--- src/rtl/casc_intc_pkg.sv ---
package casc_intc_pkg;
  localparam int SLOT_STRIDE = 16;
  localparam int SL_ACK      = 1;
  localparam int SL_ESET     = 2;
  localparam int SL_ECLR     = 3;
  localparam int SL_MODE     = 5;
  localparam int SL_TYPE     = 6;
  localparam int ADR_PIDX    = 'h40;
  localparam int ADR_CTRL    = 'h44;
  localparam int SEC_BASE    = 'h80;
  localparam int SEC_STRIDE  = 8;
  localparam int MAP_BASE    = 'h200;
endpackage

--- src/rtl/intc_bank.sv ---
module intc_bank #(
  parameter int N = 32
) (
  input  logic         clk,
  input  logic         rst,
  input  logic [N-1:0] req,
  input  logic [N-1:0] set_m,
  input  logic [N-1:0] clr_m,
  input  logic [N-1:0] ack_m,
  output logic [N-1:0] pend,
  output logic [N-1:0] en
);
  always_ff @(posedge clk) begin
    if (rst) begin
      pend <= '0;
      en   <= '0;
    end else begin
      pend <= (pend | req) & ~ack_m;
      en   <= (en | set_m) & ~clr_m;
    end
  end
endmodule

--- src/rtl/intc_lowest.sv ---
module intc_lowest #(
  parameter int N = 40,
  parameter int W = 6
) (
  input  logic [N-1:0] act,
  output logic [W-1:0] idx
);
  always_comb begin
    idx = '0;
    for (int i = N - 1; i >= 1; i--) begin
      if (act[i]) idx = W'(i);
    end
  end
endmodule

--- src/rtl/intc_chmap.sv ---
module intc_chmap #(
  parameter int N    = 40,
  parameter int W    = 6,
  parameter int AW   = 10,
  parameter int BASE = 'h200
) (
  input  logic          clk,
  input  logic          rst,
  input  logic          we,
  input  logic [AW-1:0] addr,
  input  logic [31:0]   wdata,
  output logic [31:0]   rdata,
  output logic          hit
);
  localparam int IW = $clog2(N);
  logic [W-1:0]  map_q [N];
  logic [AW-1:0] off;
  logic [IW-1:0] sel;

  assign off = addr - AW'(BASE);
  assign hit = (addr >= AW'(BASE)) && (addr < AW'(BASE + 4 * N)) && (addr[1:0] == 2'b00);
  assign sel = IW'(off >> 2);

  always_ff @(posedge clk) begin
    for (int n = 0; n < N; n++) begin
      if (rst) map_q[n] <= W'(n);
      else if (we && hit && sel == IW'(n)) map_q[n] <= wdata[W-1:0];
    end
  end

  assign rdata = hit ? 32'(map_q[sel]) : 32'd0;
endmodule

--- src/rtl/casc_intc.sv ---
module casc_intc
  import casc_intc_pkg::*;
#(
  parameter int PRI_N  = 40,
  parameter int SEC_N  = 32,
  parameter int ADDR_W = 10,
  parameter int MAP_W  = 6
) (
  input  logic              clk,
  input  logic              rst,
  input  logic [ADDR_W-1:0] bus_addr,
  input  logic              bus_we,
  input  logic [31:0]       bus_wdata,
  output logic [31:0]       bus_rdata,
  input  logic [PRI_N-1:1]  pri_req,
  input  logic [SEC_N-1:0]  sec_req,
  output logic              cpu_irq
);
  localparam int PRI_WD = (PRI_N + 31) / 32;
  localparam int PAD    = PRI_WD * 32;
  localparam int IDX_W  = $clog2(PRI_N);
  localparam logic [PAD-1:0] VALID = PAD'({PRI_N{1'b1}});

  function automatic logic [ADDR_W-1:0] pa(input int slot, input int w);
    return ADDR_W'(slot * SLOT_STRIDE + w * 4);
  endfunction

  function automatic logic [ADDR_W-1:0] sa(input int slot);
    return ADDR_W'(SEC_BASE + slot * SEC_STRIDE);
  endfunction

  logic [PAD-1:0]   ack_pad, set_pad, clr_pad;
  logic [PAD-1:0]   mode_q, type_q;
  logic [PRI_N-1:0] pri_ack, pri_set, pri_clr, pri_pend, pri_en, pri_in, pri_act;
  logic [SEC_N-1:0] sec_ack, sec_set, sec_clr, sec_pend, sec_en, sec_act;
  logic [31:0]      ctrl_q, map_rd, rd_next;
  logic             map_hit;
  logic [IDX_W-1:0] win_idx;

  always_comb begin
    ack_pad = '0;
    set_pad = '0;
    clr_pad = '0;
    for (int w = 0; w < PRI_WD; w++) begin
      if (bus_we && bus_addr == pa(SL_ACK, w))  ack_pad[w*32 +: 32] = bus_wdata;
      if (bus_we && bus_addr == pa(SL_ESET, w)) set_pad[w*32 +: 32] = bus_wdata;
      if (bus_we && bus_addr == pa(SL_ECLR, w)) clr_pad[w*32 +: 32] = bus_wdata;
    end
  end

  assign pri_ack = ack_pad[PRI_N-1:0];
  assign pri_set = set_pad[PRI_N-1:0];
  assign pri_clr = clr_pad[PRI_N-1:0];
  assign sec_ack = (bus_we && bus_addr == sa(1)) ? bus_wdata[SEC_N-1:0] : '0;
  assign sec_set = (bus_we && bus_addr == sa(2)) ? bus_wdata[SEC_N-1:0] : '0;
  assign sec_clr = (bus_we && bus_addr == sa(3)) ? bus_wdata[SEC_N-1:0] : '0;

  intc_bank #(.N(SEC_N)) u_sec (
    .clk(clk), .rst(rst), .req(sec_req), .set_m(sec_set), .clr_m(sec_clr),
    .ack_m(sec_ack), .pend(sec_pend), .en(sec_en)
  );

  assign sec_act = sec_pend & sec_en;
  assign pri_in  = {pri_req, |sec_act};

  intc_bank #(.N(PRI_N)) u_pri (
    .clk(clk), .rst(rst), .req(pri_in), .set_m(pri_set), .clr_m(pri_clr),
    .ack_m(pri_ack), .pend(pri_pend), .en(pri_en)
  );

  assign pri_act = pri_pend & pri_en;

  intc_lowest #(.N(PRI_N), .W(IDX_W)) u_win (.act(pri_act), .idx(win_idx));

  intc_chmap #(.N(PRI_N), .W(MAP_W), .AW(ADDR_W), .BASE(MAP_BASE)) u_map (
    .clk(clk), .rst(rst), .we(bus_we), .addr(bus_addr), .wdata(bus_wdata),
    .rdata(map_rd), .hit(map_hit)
  );

  always_ff @(posedge clk) begin
    if (rst) begin
      mode_q <= '0;
      type_q <= '0;
      ctrl_q <= '0;
    end else begin
      for (int w = 0; w < PRI_WD; w++) begin
        if (bus_we && bus_addr == pa(SL_MODE, w)) mode_q[w*32 +: 32] <= bus_wdata;
        if (bus_we && bus_addr == pa(SL_TYPE, w)) type_q[w*32 +: 32] <= bus_wdata;
      end
      if (bus_we && bus_addr == ADDR_W'(ADR_CTRL)) ctrl_q <= bus_wdata;
    end
  end

  always_comb begin
    logic [PAD-1:0] en_pad, mode_v, type_v;
    en_pad  = PAD'(pri_en);
    mode_v  = mode_q & VALID;
    type_v  = type_q & VALID;
    rd_next = map_rd;
    for (int w = 0; w < PRI_WD; w++) begin
      if (bus_addr == pa(SL_ESET, w) || bus_addr == pa(SL_ECLR, w)) rd_next = en_pad[w*32 +: 32];
      if (bus_addr == pa(SL_MODE, w)) rd_next = mode_v[w*32 +: 32];
      if (bus_addr == pa(SL_TYPE, w)) rd_next = type_v[w*32 +: 32];
    end
    if (bus_addr == ADDR_W'(ADR_PIDX)) rd_next = 32'(win_idx);
    if (bus_addr == ADDR_W'(ADR_CTRL)) rd_next = ctrl_q;
    if (bus_addr == sa(0)) rd_next = 32'(sec_act);
    if (bus_addr == sa(2) || bus_addr == sa(3)) rd_next = 32'(sec_en);
  end

  always_ff @(posedge clk) begin
    if (rst) begin
      bus_rdata <= '0;
      cpu_irq   <= 1'b0;
    end else begin
      bus_rdata <= rd_next;
      cpu_irq   <= |pri_act;
    end
  end
endmodule

--- config.mk ---
export PLATFORM = sky130hd
export DESIGN_NAME = casc_intc
export DESIGN_NICKNAME = d
export VERILOG_FILES = /design/src/rtl/casc_intc_pkg.sv /design/src/rtl/intc_bank.sv /design/src/rtl/intc_lowest.sv /design/src/rtl/intc_chmap.sv /design/src/rtl/casc_intc.sv
export SDC_FILE = /design/constraint.sdc
export NUM_CORES = 1
export LEC_CHECK = 0
export BUFFER_PORTS_ARGS = -buffer_cell sky130_fd_sc_hd__buf_2
export CORE_ASPECT_RATIO = 1.2
export CORE_UTILIZATION = 35
export CTS_CLUSTER_SIZE = 24
export DETAILED_ROUTE_END_ITERATION = 16
export PLACE_DENSITY = 0.53
export SYNTH_ARGS = -nofsm -noshare
export SYNTH_HDL_FRONTEND = slang
export SYNTH_HIERARCHICAL = 1
export SYNTH_SLANG_ARGS = --single-unit
export TNS_END_PERCENT = 30
--- constraint.sdc ---
create_clock -name clk -period 4.7 [get_ports clk]
set_input_delay 0.235 -clock clk [delete_from_list [all_inputs] [get_ports clk]]
set_output_delay 0.235 -clock clk [all_outputs]
set_load 0.01 [all_outputs]
# After elaboration in Yosys (flattened, before gate mapping)
# Memory sizes are Yosys's and may differ from the RTL's.
# Index checks and enable logic that the tools add are counted.
# totals
memories	1
ff_bits	289
ramBits	240
in_bits	116
# mem_list
name	depth	width	rd	rd_ports_with_merged_regs	wr	line	rtl
u_map.map_q	40	6	1	0	40	intc_chmap.sv:16	logic [W-1:0] map_q [N];
# op_classes
n_mux	221
order_cmp	2
n_addsub	1
bitwise_logic	54
eq_ne	55
reduce_logical	64
# ops
cell	n
32-bit 2-to-1 mux	16
6-bit 2-to-1 mux	80
1-bit 2-to-1 mux	122
40-bit AND	3
32-bit AND	3
6-bit by 5-bit == test with 1-bit output (second input constant)	16
40-bit inverter	2
40-bit bitwise OR	2
32-bit inverter	2
32-bit bitwise OR	2
10-bit by 7-bit == test with 1-bit output (second input constant)	6
1-bit logical AND	57
6-bit by 4-bit == test with 1-bit output (second input constant)	8
6-bit == test (second input constant)	8
10-bit by 6-bit == test with 1-bit output (second input constant)	4
10-bit by 8-bit == test with 1-bit output (second input constant)	4
1-bit bitwise OR	40
40-bit OR reduction	1
32-bit OR reduction	1
6-bit by 3-bit == test with 1-bit output (second input constant)	4
8-bit 2-to-1 mux	3
10-bit by 5-bit == test with 1-bit output (second input constant)	2
6-bit by 2-bit == test with 1-bit output (second input constant)	2
10-bit greater-or-equal comparator (second input constant)	1
other kinds (6)	8

# Longest topological paths before layout
# logic_depth
ltp_word	44
ltp_mapped	11
depth_no_buf	11

# Modules after synthesis
# Netlist, hierarchy kept.
# modules_own_cells
mod	seq_area_each_um2	area_per_inst_um2	cells_per_inst	instances
intc_chmap	7206.9	11542.3	852	1
casc_intc	2902.8	9970.8	1404	1
intc_bank at u_pri	1601.5	2803.9	249	1
intc_bank at u_sec	1281.2	2311.0	199	1
intc_lowest	0.0	476.7	81	1

# Least setup slack after synthesis
# No wires, ideal clock.
# synth_path
path_type	reg2reg
startpoint	register u_pri.pend[15]
endpoint	register bus_rdata[5]
stages_incl_launch_ff	11
t_required_ps	4605
t_arrival_ps	2296
period_less_slack_ps	2392
setup_slack_ps	2308
n_path_buf	0
path_cell_list	dfxtp_1 -> and2_1 -> or4_4 -> nor4b_4 -> nand3_1 -> a311oi_1 -> nor2_1 -> a21oi_1 -> o32a_1 -> o2111ai_1 -> a221oi_1
# synth_between
elab_chain_cells	20
# synth_rtl
item	line	rtl
from (decl)	intc_bank.sv:10	output logic [N-1:0] pend,
from (signal assigned)	intc_bank.sv:18	pend <= (pend | req) & ~ack_m;
40-bit AND	casc_intc.sv:71	assign pri_act = pri_pend & pri_en;
via pri_act[15]	casc_intc.sv:34	logic [PRI_N-1:0] pri_ack, pri_set, pri_clr, pri_pend, pri_en, pri_in, pri_act;
6-bit 2-to-1 mux (15 in a row)	intc_lowest.sv:11	if (act[i]) idx = W'(i);
via win_idx[5]	casc_intc.sv:38	logic [IDX_W-1:0] win_idx;
32-bit 2-to-1 mux	casc_intc.sv:105	if (bus_addr == ADDR_W'(ADR_PIDX)) rd_next = 32'(win_idx);
32-bit 2-to-1 mux	casc_intc.sv:106	if (bus_addr == ADDR_W'(ADR_CTRL)) rd_next = ctrl_q;
32-bit 2-to-1 mux	casc_intc.sv:107	if (bus_addr == sa(0)) rd_next = 32'(sec_act);
32-bit 2-to-1 mux	casc_intc.sv:108	if (bus_addr == sa(2) || bus_addr == sa(3)) rd_next = 32'(sec_en);
to (signal assigned)	casc_intc.sv:116	bus_rdata <= rd_next;
to (decl)	casc_intc.sv:14	output logic [31:0] bus_rdata,
# The timed path passes the listed nets, and every way through them passes these cells.
# A chain may end at the register's enable or synchronous reset.

# Worst setup path in the final report
# layout_path
startpoint	register u_pri.en[15]
endpoint	register bus_rdata[5]
# layout_between
elab_chain_cells	20
# layout_rtl
item	line	rtl
from (decl)	intc_bank.sv:11	output logic [N-1:0] en
from (signal assigned)	intc_bank.sv:19	en <= (en | set_m) & ~clr_m;
40-bit AND	casc_intc.sv:71	
via pri_act[15]	casc_intc.sv:34	
6-bit 2-to-1 mux (15 in a row)	intc_lowest.sv:11	
via win_idx[5]	casc_intc.sv:38	
32-bit 2-to-1 mux	casc_intc.sv:105	
32-bit 2-to-1 mux	casc_intc.sv:106	
32-bit 2-to-1 mux	casc_intc.sv:107	
32-bit 2-to-1 mux	casc_intc.sv:108	
# The timed path passes the listed nets, and every way through them passes these cells.

==> results.sh <==
export IMPL_root_buffer="clkbuf_16"
export IMPL_max_clock_path_buffers=3
export IMPL_clock_latency_ns=0.65
export IMPL_period_share_pct=64.35
export IMPL_setup_tns_ns=0
export IMPL_wirelength_mm=92.73
export IMPL_max_cap_violations=0
export IMPL_htreeDepth=2
export IMPL_post_dp_hpwl_mm=63.52
export IMPL_tritoncts="done"
export IMPL_peakVddDrop_uv=268.2
export IMPL_path_max_fanout=4
export IMPL_wl_per_cell_um=23.32
export IMPL_ios=149
export IMPL_crit_type="flip-flop to flip-flop"
export IMPL_grt_pass1_wl_mm=139.1
export IMPL_maxSlewViolCount=0
export IMPL_clk_pin_slew_worst_paths_ns=0.06
export IMPL_drc_errors=0
export IMPL_final_cells=3976
export IMPL_initial_utilization_pct=35.41
export IMPL_hp_class="input port to flip-flop"
export IMPL_syn_avg_cell_area_um2=9.735
export IMPL_floorplan_die_area_mm2=0.07855
export IMPL_cts_sinks=529
export IMPL_min_period_ns=3.025
export IMPL_power_frac_seq_pct=49.2
export IMPL_vias=21951
export IMPL_dpl_instance_area_mm2=0.02833
export IMPL_grt_setup_unrepaired="false"
export IMPL_viasPerCell=5.521
export IMPL_max_slew_margin_rel_pct=13.42
export IMPL_synth_area_mm2=0.02710
export IMPL_antenna_found_initial=5
export IMPL_drtIter0Drc=1866
export IMPL_drive_above_1_share_pct=17.81
export IMPL_finalClockSkew_ns=0.03755
export IMPL_gp_congestion=0.9102
export IMPL_status="completed"
export IMPL_post_cts_resized=0
export IMPL_overflow=0
export IMPL_rows=111
export IMPL_yosys_warnings=6
export IMPL_p_sw_uw=2526
export IMPL_tightest_slew_ns=1.296
export IMPL_dr_pass1_iters=6
export IMPL_portBuffers=148
export IMPL_track_usage_pct=23.31
export IMPL_internal_power_uw=7730
export IMPL_combPwrFrac_pct=8.0
export IMPL_power_per_cell_area_mw_per_mm2=330.1
export IMPL_numCtsBuffers=59
export IMPL_max_freq_mhz=330.6
export IMPL_crit_path_end_kind="flip-flop"
export IMPL_antenna_cells=0
export IMPL_areaGrowthSynthToFinish_pct=14.66
export IMPL_grt_max_degree=118
export IMPL_syn_inst=2784
export IMPL_cp_start_kind="flip-flop"
export IMPL_finalNetCount=3033
export IMPL_die_h_um=306.8
export IMPL_required_ns=5.22
export IMPL_p_leak_uw=0.01092
export IMPL_setup_viol=0
export IMPL_dieWidth_um=256.0
export IMPL_clkPwrFrac_pct=42.9
export IMPL_hold_viol_final=0
export IMPL_fillers=7537
export IMPL_final_util_pct=40.61
export IMPL_dp_cells=3778
export IMPL_core_area_mm2=0.07652
export IMPL_grt_pass1_vias=22121
export IMPL_swShare_pct=24.63
export IMPL_cp_data_arrival_time_ns=3.54
export IMPL_fin_area_mm2=0.03107
export IMPL_ant_nets=0
export IMPL_hold_ws_ns=0.03014
## layout by cell type, fill, tap and decap left out, drive strengths merged, types with 28 or more instances in the layout
cell / instances
nor4: 43
dlygate4sd3: 95
and2: 288
nor2: 316
o21bai: 41
a21oi: 153
edfxtp: 240
o22ai: 28
dfxtp: 289
nand2: 317
and3: 49
mux4: 48
buf: 198
o21ai: 45
or3: 68
clkbuf: 79
nand3: 45
nand2b: 31
nor3: 223
## path summary, 6_finish.rpt
check / start / endpoint / slack (ns) / cells after the start
max: u_pri/en[15] / bus_rdata[5] / 1.68 / 10
min: bus_wdata[7] / type_q[7] / 0.03 / 3
max reg2reg: u_pri/en[15] / bus_rdata[5] / 1.68 / 10
min reg2reg: ctrl_q[9] / ctrl_q[9] / 0.45 / 2
## power groups by stage
stage / sequential [uW] / combinational [uW] / clock [uW]
finish: 5040 / 818 / 4400
floorplan: 5100 / 482 / 0
CTS: 5040 / 820 / 4480
global route: 5050 / 873 / 4640
detailed placement: 5140 / 756 / 0
global placement: 5140 / 744 / 0
## registers in the layout, indices dropped and copies added (netlist names)
register / flops
type_q: 40
mode_q: 40
ctrl_q: 32
u_sec/pend: 32
u_sec/en: 32
cpu_irq: 1
bus_rdata: 32
u_pri/en: 40
u_map/map_q: 240
u_pri/pend: 40
## through the flow
| step | setup slack [ns] | power [uW] |
|---|---|---|
| after floorplan | 2.308 | 5583 |
| after global routing | 1.525 | 10570 |
| after CTS | 1.735 | 10340 |
| final | 1.675 | 10260 |
| after detailed placement | 1.275 | 5897 |
| after global placement | 1.317 | 5882 |
## metal layers
metal | track usage, % | wire, um | vias up | part of all wire (%)
met5 | 0 | 46 | - | 0.050
li1 | - | - | 10217 | -
met4 | 12.16 | 5053 | 8 | 5.4
met1 | 26.67 | 35310 | 10737 | 38
met3 | 2.910 | 4717 | 213 | 5.1
met2 | 42.37 | 47610 | 776 | 51
## layout make-up
cell class / instances / area [um^2] / share of cell area, %
clock buffers: 79 / 1592 / 5.122
well taps: 1017 / 1272 / 4.095
multi-input cells: 2016 / 12850 / 41.37
inverters: 18 / 67.56 / 0.2174
clock inverters: 24 / 202.7 / 0.6523
repair buffers: 293 / 2092 / 6.732
flip-flops and latches: 529 / 12990 / 41.81
## timing repair
item / CTS / global route
hold endpoints to repair: 143 / 0
hold buffers: 95 / 0
setup buffers: 0 / 0
setup endpoints to repair: 0 / 0
## critical path: stages (launching register included)
cell and delay [ns]:
dfxtp_1 0.37, and2_1 0.21, or4_4 0.57, nor4b_4 0.31, nand3_1 0.16, a311oi_1 0.30
nor2_1 0.19, a21oi_1 0.16, o32a_1 0.21, o2111ai_1 0.14, a221oi_1 0.29
No activity file was read; power rests on OpenSTA's default activity.
